[config.mk]
export PLATFORM = sky130hd
export DESIGN_NAME = logtdc
export DESIGN_NICKNAME = d
export VERILOG_FILES = /design/src/rtl/logtdc_pkg.sv /design/src/rtl/logtdc_sync.sv /design/src/rtl/logtdc_ctrl.sv /design/src/rtl/logtdc_datapath.sv /design/src/rtl/logtdc.sv
export SDC_FILE = /design/constraint.sdc
export NUM_CORES = 1
export LEC_CHECK = 0
export CAP_MARGIN = 10
export CORE_MARGIN = 2
export CORE_UTILIZATION = 50
export CTS_BUF_LIST = sky130_fd_sc_hd__clkbuf_4
export CTS_CLUSTER_DIAMETER = 100
export DETAILED_ROUTE_END_ITERATION = 6
export GPL_TIMING_DRIVEN = 0
export HOLD_SLACK_MARGIN = 0.06
export PLACE_DENSITY_LB_ADDON = 0.2
export SYNTH_ARGS = -nofsm -noshare
export SYNTH_HDL_FRONTEND = slang
export SYNTH_SLANG_ARGS = --single-unit
[constraint.sdc]
create_clock -name clk -period 3.05 [get_ports clk]
set_input_delay 0.61 -clock clk [delete_from_list [all_inputs] [get_ports clk]]
set_output_delay 0.61 -clock clk [all_outputs]
set_load 0.05 [all_outputs]
[src/rtl/logtdc_pkg.sv]
package logtdc_pkg;

  typedef enum logic [2:0] {
    ST_IDLE,
    ST_ARM1,
    ST_CNT1,
    ST_ARM2,
    ST_CNT2
  } ctrlState_e;

  // strobes from the sequencer to the counting datapath
  typedef struct packed {
    logic clr;       // zero code and prescaler
    logic cnt;       // advance prescaler this cycle
    logic capFirst;  // store first code of a ratio pair
    logic finish;    // form the result word
    logic useRatio;  // result is a difference
  } dpStrobe_t;

endpackage

[src/rtl/logtdc_sync.sv]
module logtdc_sync #(
  parameter int STAGES = 2
) (
  input  logic clk,
  input  logic rstN,
  input  logic pulseIn,
  output logic syncLvl,
  output logic riseEdge
);

  logic [STAGES-1:0] chain;
  logic prevLvl;

  generate
    if (STAGES == 1) begin : g_single
      always_ff @(posedge clk) begin
        if (!rstN) chain <= '0;
        else       chain <= pulseIn;
      end
    end else begin : g_multi
      always_ff @(posedge clk) begin
        if (!rstN) chain <= '0;
        else       chain <= {chain[STAGES-2:0], pulseIn};
      end
    end
  endgenerate

  always_ff @(posedge clk) begin
    if (!rstN) prevLvl <= 1'b0;
    else       prevLvl <= syncLvl;
  end

  assign syncLvl  = chain[STAGES-1];
  assign riseEdge = syncLvl & ~prevLvl;

  AST_RISE_SINGLE: assert property (@(posedge clk) disable iff (!rstN)
    riseEdge |=> !riseEdge);

endmodule

[src/rtl/logtdc_ctrl.sv]
module logtdc_ctrl
  import logtdc_pkg::*;
(
  input  logic      clk,
  input  logic      rstN,
  input  logic      startReq,
  input  logic      ratioSel,
  input  logic      syncLvl,
  input  logic      riseEdge,
  input  logic      atMax,
  output dpStrobe_t strobe,
  output logic      doneFlag
);

  ctrlState_e state, nextState;
  logic ratioQ;
  logic startTake;
  logic doneSet;
  logic measEnd;

  assign measEnd = atMax | ~syncLvl;

  always_comb begin
    nextState       = state;
    strobe          = '0;
    strobe.useRatio = ratioQ;
    startTake       = 1'b0;
    doneSet         = 1'b0;
    case (state)
      ST_IDLE: begin
        if (startReq) begin
          nextState  = ST_ARM1;
          strobe.clr = 1'b1;
          startTake  = 1'b1;
        end
      end
      ST_ARM1: begin
        if (riseEdge) begin
          nextState  = ST_CNT1;
          strobe.clr = 1'b1;
        end
      end
      ST_CNT1: begin
        if (measEnd) begin
          if (ratioQ) begin
            strobe.capFirst = 1'b1;
            nextState       = ST_ARM2;
          end else begin
            strobe.finish = 1'b1;
            doneSet       = 1'b1;
            nextState     = ST_IDLE;
          end
        end else begin
          strobe.cnt = 1'b1;
        end
      end
      ST_ARM2: begin
        if (riseEdge) begin
          nextState  = ST_CNT2;
          strobe.clr = 1'b1;
        end
      end
      ST_CNT2: begin
        if (measEnd) begin
          strobe.finish = 1'b1;
          doneSet       = 1'b1;
          nextState     = ST_IDLE;
        end else begin
          strobe.cnt = 1'b1;
        end
      end
      default: nextState = ST_IDLE;
    endcase
  end

  always_ff @(posedge clk) begin
    if (!rstN) begin
      state    <= ST_IDLE;
      ratioQ   <= 1'b0;
      doneFlag <= 1'b0;
    end else begin
      state <= nextState;
      if (startTake) ratioQ <= ratioSel;
      if (startTake)    doneFlag <= 1'b0;
      else if (doneSet) doneFlag <= 1'b1;
    end
  end

  AST_DONE_IN_IDLE: assert property (@(posedge clk) disable iff (!rstN)
    doneFlag |-> state == ST_IDLE);
  AST_START_IGNORED: assert property (@(posedge clk) disable iff (!rstN)
    (state != ST_IDLE && startReq) |=> ratioQ == $past(ratioQ));
  AST_RATIO_NO_DONE: assert property (@(posedge clk) disable iff (!rstN)
    state == ST_ARM2 |-> !doneFlag);
  AST_DONE_CLEARED: assert property (@(posedge clk) disable iff (!rstN)
    (state == ST_IDLE && startReq) |=> !doneFlag);

endmodule

[src/rtl/logtdc_datapath.sv]
module logtdc_datapath
  import logtdc_pkg::*;
#(
  parameter int CODE_W   = 6,
  parameter int SEG_LOG  = 3,
  parameter int BASE_DIV = 1
) (
  input  logic              clk,
  input  logic              rstN,
  input  dpStrobe_t         strobe,
  output logic              atMax,
  output logic [CODE_W:0]   resultCode,
  output logic              overflowFlag
);

  localparam int SEG_W = CODE_W - SEG_LOG;
  localparam int PRE_W = $clog2(BASE_DIV) + (1 << SEG_W);
  localparam logic [CODE_W-1:0] MAX_CODE = {CODE_W{1'b1}};

  logic [CODE_W-1:0] code;
  logic [CODE_W-1:0] firstCode;
  logic              firstOvf;
  logic [PRE_W-1:0]  pre;
  logic [PRE_W-1:0]  tcMinus1;
  logic [SEG_W-1:0]  segIdx;
  logic              preWrap;

  assign segIdx   = code[CODE_W-1:SEG_LOG];
  assign tcMinus1 = (PRE_W'(BASE_DIV) << segIdx) - PRE_W'(1);
  assign preWrap  = (pre == tcMinus1);
  assign atMax    = (code == MAX_CODE);

  always_ff @(posedge clk) begin
    if (!rstN) begin
      code <= '0;
      pre  <= '0;
    end else if (strobe.clr) begin
      code <= '0;
      pre  <= '0;
    end else if (strobe.cnt) begin
      if (preWrap) begin
        code <= code + 1'b1;
        pre  <= '0;
      end else begin
        pre <= pre + 1'b1;
      end
    end
  end

  always_ff @(posedge clk) begin
    if (!rstN) begin
      firstCode    <= '0;
      firstOvf     <= 1'b0;
      resultCode   <= '0;
      overflowFlag <= 1'b0;
    end else begin
      if (strobe.capFirst) begin
        firstCode <= code;
        firstOvf  <= atMax;
      end
      if (strobe.finish) begin
        if (strobe.useRatio) begin
          resultCode   <= {1'b0, firstCode} - {1'b0, code};
          overflowFlag <= atMax | firstOvf;
        end else begin
          resultCode   <= {1'b0, code};
          overflowFlag <= atMax;
        end
      end
    end
  end

  AST_CODE_STEP: assert property (@(posedge clk) disable iff (!rstN)
    (strobe.cnt && !strobe.clr && preWrap) |=> code == CODE_W'($past(code) + 1'b1));
  AST_NO_WRAP: assert property (@(posedge clk) disable iff (!rstN)
    (atMax && !strobe.clr) |=> atMax);
  AST_OVF_FULL: assert property (@(posedge clk) disable iff (!rstN)
    (strobe.finish && !strobe.useRatio && atMax) |=> (overflowFlag && resultCode == {1'b0, MAX_CODE}));

endmodule

[src/rtl/logtdc.sv]
module logtdc
  import logtdc_pkg::*;
#(
  parameter int CODE_W   = 6,
  parameter int SEG_LOG  = 3,
  parameter int BASE_DIV = 1
) (
  input  logic            clk,
  input  logic            rstN,
  input  logic            startReq,
  input  logic            ratioSel,
  input  logic            pulseIn,
  output logic [CODE_W:0] resultCode,
  output logic            overflowFlag,
  output logic            doneFlag
);

  logic      syncLvl;
  logic      riseEdge;
  logic      atMax;
  dpStrobe_t strobe;

  logtdc_sync #(.STAGES(2)) u_sync (
    .clk      (clk),
    .rstN     (rstN),
    .pulseIn  (pulseIn),
    .syncLvl  (syncLvl),
    .riseEdge (riseEdge)
  );

  logtdc_ctrl u_ctrl (
    .clk      (clk),
    .rstN     (rstN),
    .startReq (startReq),
    .ratioSel (ratioSel),
    .syncLvl  (syncLvl),
    .riseEdge (riseEdge),
    .atMax    (atMax),
    .strobe   (strobe),
    .doneFlag (doneFlag)
  );

  logtdc_datapath #(
    .CODE_W   (CODE_W),
    .SEG_LOG  (SEG_LOG),
    .BASE_DIV (BASE_DIV)
  ) u_dp (
    .clk          (clk),
    .rstN         (rstN),
    .strobe       (strobe),
    .atMax        (atMax),
    .resultCode   (resultCode),
    .overflowFlag (overflowFlag)
  );

endmodule

==> results.sh, run 1 <==
export IMPL_status="finished, final reports clean"
export IMPL_hold_worst_slack_ps=442
export IMPL_cp_cell_sequence="buf_6 -> or3_1 -> ha_1 -> or3b_1 -> a211oi_1 -> o21ai_1 -> a221oi_2 -> buf_6 -> a211oi_1 -> a31o_1"
export IMPL_dp_cells=312
export IMPL_setup_viol=0
export IMPL_fin_nets=283
export IMPL_nFillCells=391
export IMPL_final_setup_worst_slack_ps=244
export IMPL_path_max_fanout=10
export IMPL_start_kind="register"
export IMPL_root_buffer="clkbuf_4"
export IMPL_pwr_share_seq_pct=61.2
export IMPL_cp_slowest_cell="or3_1"
export IMPL_grt_max_degree=11
export IMPL_max_stage_delay_ps=410
export IMPL_cts_tree="yes"
export IMPL_crit_type="reg2reg"
export IMPL_core_um2=4060
export IMPL_ys_types=57
export IMPL_reg2reg_from="u_dp.code[4]$_SDFFE_PP0P_"
export IMPL_clock_latency_ps=350
export IMPL_period_share_pct=92.0
export IMPL_power_density_nw_per_um2=339
export IMPL_die_y_um=69.3
export IMPL_fin_util_pct=58.4
export IMPL_drt_iter0_drc=76
export IMPL_slew_headroom_pct=47.9
export IMPL_p_leak_nw=0.877
export IMPL_drv_cap=0
export IMPL_pre_cts_ws_ps=172
export IMPL_synthCells=249
export IMPL_cts_buffers=5
export IMPL_synth_seq_cells=37
export IMPL_drt_wl_total_um=4070
export IMPL_antenna_found_initial=0
export IMPL_grt_overflow=0
export IMPL_switchingPower_mw=0.199
export IMPL_place_congestion=0.844
export IMPL_vdd_drop_max_uv=252
export IMPL_synth_nets=264
export IMPL_area_growth_syn_to_layout_pct=11.2
export IMPL_cp_end_kind="register"
export IMPL_hpwl_um=2960
export IMPL_via_per_inst=5.38
export IMPL_hp_class="reg2reg"
export IMPL_syn_area_um2=2130
export IMPL_layout_commonest_cell="dfxtp_1"
export IMPL_routedWlPerCell_um=12.8
export IMPL_synth_seq_area_share_pct=34.7
export IMPL_p_int_mw=0.603
export IMPL_ys_flop_type="dfxtp_1"
export IMPL_comb_power_share_pct=7.0
export IMPL_grt_pass1_wl_um=6980
export IMPL_drc=0
export IMPL_min_from="u_sync.chain[0]$_SDFF_PN0_"
export IMPL_mostFrequentLayoutCells="dfxtp_1, nor2_1, nand2_1"
export IMPL_initial_core_util_pct=52.5
export IMPL_pin_count=14
export IMPL_gr_usage_all_layers_pct=17.7
export IMPL_num_rows=23
export IMPL_layout_drive_gt1_share_pct=10.1
export IMPL_synth_avg_cell_area_um2=8.56
export IMPL_cts_clk_slew_worst_paths_ps=110
export IMPL_fmax_mhz=356
export IMPL_num_vias=1712
export IMPL_grt_pass1_vias=1521
export IMPL_switching_share_pct=24.8
export IMPL_finalNonFillerCells=318
export IMPL_ys_async_sr_fraction_pct=0
export IMPL_clk_path_buf_depth=2
export IMPL_antenna_cells=0
export IMPL_io_buffer_count=13
export IMPL_cts_sinks=37
export IMPL_die_area_um2=4800
export IMPL_worst_pin_slew_ps=775
export IMPL_finalSetupTns_ps=0
export IMPL_rsz0062_at_grt="no"
export IMPL_ant_nets=0
export IMPL_slew_viol_final=0
export IMPL_required_ps=3310
export IMPL_ys_warn_count=0
export IMPL_cp_arrival_ps=3070
export IMPL_firstDrtPassIters=4
export IMPL_synth_edf_count=0
export IMPL_min_period_ps=2810
export IMPL_clockPowerShare_pct=31.8
export IMPL_fin_worst_skew_ps=14.5
export IMPL_worstSetupStartpoint="u_dp.code[4]$_SDFFE_PP0P_"
export IMPL_hold_viol=0
export IMPL_die_w_um=69.3
export IMPL_htree_levels=2
area by class of cell:
class | instances | area (um^2) | area share [%]
Multi-Input combinational cell | 186 | 1250 | 52.9
Sequential cell | 37 | 741 | 31.3
Timing Repair Buffer | 13 | 130 | 5.49
Buffer | 15 | 95.1 | 4.01
Tap cell | 50 | 62.6 | 2.64
Clock buffer | 6 | 45.0 | 1.90
Inverter | 10 | 40.0 | 1.69
Clock inverter | 1 | 3.75 | 0.158
stage by stage:
step / power [mW] / instance area [um^2]
floorplan: 0.541 / 2130
global placement: 0.558 / 2320
detailed placement: 0.558 / 2320
CTS: 0.811 / 2370
global route: 0.832 / 2370
finish: 0.802 / 2370
Yosys cell counts (3+ instances only):
cell       n  area, um^2
o21ai_0    6        30.0
a21oi_1   15        75.1
ha_1       9         113
and2_1     5        31.3
nand2b_1   5        31.3
inv_1      7        26.3
nor2b_1    6        37.5
buf_2      4        20.0
a21boi_1   7        52.6
nand3_1   10        50.1
mux2i_1    6        60.1
xor2_1     6        52.6
o21a_1     3        22.5
nand2_1   18        67.6
nor2_1    25        93.8
dfxtp_1   37         741
and3_1     3        18.8
buf_6      4        45.0
xnor2_1   11        96.3
or3_1      4        25.0
o21ai_1    5        25.0
clkbuf_1   7        26.3
power groups by stage:
stage	Clock [mW]	Sequential, mW	Combinational (mW)
finish	0.255	0.491	0.0563
floorplan	0	0.505	0.0357
CTS	0.263	0.491	0.0570
detailed placement	0	0.502	0.0566
global route	0.279	0.491	0.0621
global placement	0	0.502	0.0566
cell families (layout without fill, tap and decap cells):
logic type / Yosys count / count (layout) / synth area share [%]
xor+xnor: 17 / 17 / 6.98
compound gates: 59 / 59 / 19.8
mux: 6 / 6 / 2.82
simple gates: 94 / 94 / 22.9
buf+inv: 26 / 45 / 6.51
flops: 37 / 37 / 34.7
fa+ha+maj: 10 / 10 / 6.22
flip-flops by register name, summed over array words and instances, names as in the netlist:
name / flops
u_ctrl.state: 3
u_dp.firstOvf: 1
u_dp.firstCode: 6
u_ctrl.ratioQ: 1
u_dp.pre: 8
u_dp.code: 6
u_dp.overflowFlag: 1
u_sync.chain: 2
u_sync.prevLvl: 1
u_dp.resultCode: 7
u_ctrl.doneFlag: 1
critical path, delay by kind of cell, from the launching register on:
kind | cells | cell delay [ps]
flops | 1 | 330
buf+inv | 2 | 330
compound gates | 5 | 940
simple gates | 2 | 780
fa+ha+maj | 1 | 320
worst paths after layout:
| path | to | cells after the start | slack (ps) |
|---|---|---|---|
| setup / recovery | u_dp.code[3]$_SDFFE_PP0P_ | 10 | 240 |
| hold / removal | u_sync.chain[1]$_SDFF_PN0_ | 1 | 440 |
| setup reg to reg | u_dp.code[3]$_SDFFE_PP0P_ | 10 | 240 |
| hold reg to reg | u_sync.chain[1]$_SDFF_PN0_ | 1 | 440 |
repair_timing:
action                                 4_1_cts  5_1_grt
setup buffers                                0        0
gates resized for setup                      0        0
hold buffers                                 0        0
endpoints found under the hold margin        0        0
setup endpoints to repair                    0        2
metal layers:
metal | track usage (%) | part of all wire [%] | vias up
met5 | 0 | 0 | -
met1 | 25.0 | 53 | 792
met2 | 25.9 | 43 | 16
li1 | - | - | 898
met4 | 7.19 | 1.7 | 0
met3 | 4.36 | 3.1 | 6
Power figures use the tool's default switching activity.
==> run 2, diff against run 1 <==
==> constraint.sdc (replaced) <==
create_clock -name clk -period 3.05 [get_ports clk]
set_input_delay 0.61 -clock clk [delete_from_list [all_inputs] [get_ports clk]]
set_output_delay 0.61 -clock clk [all_outputs]
set_load 0.02 [all_outputs]
==> results of run 2 <==
Same layout as run 1 (identical final DEF). Status: finished, final reports clean.
Main changes from that run: total power 0.802 mW -> 0.800 mW
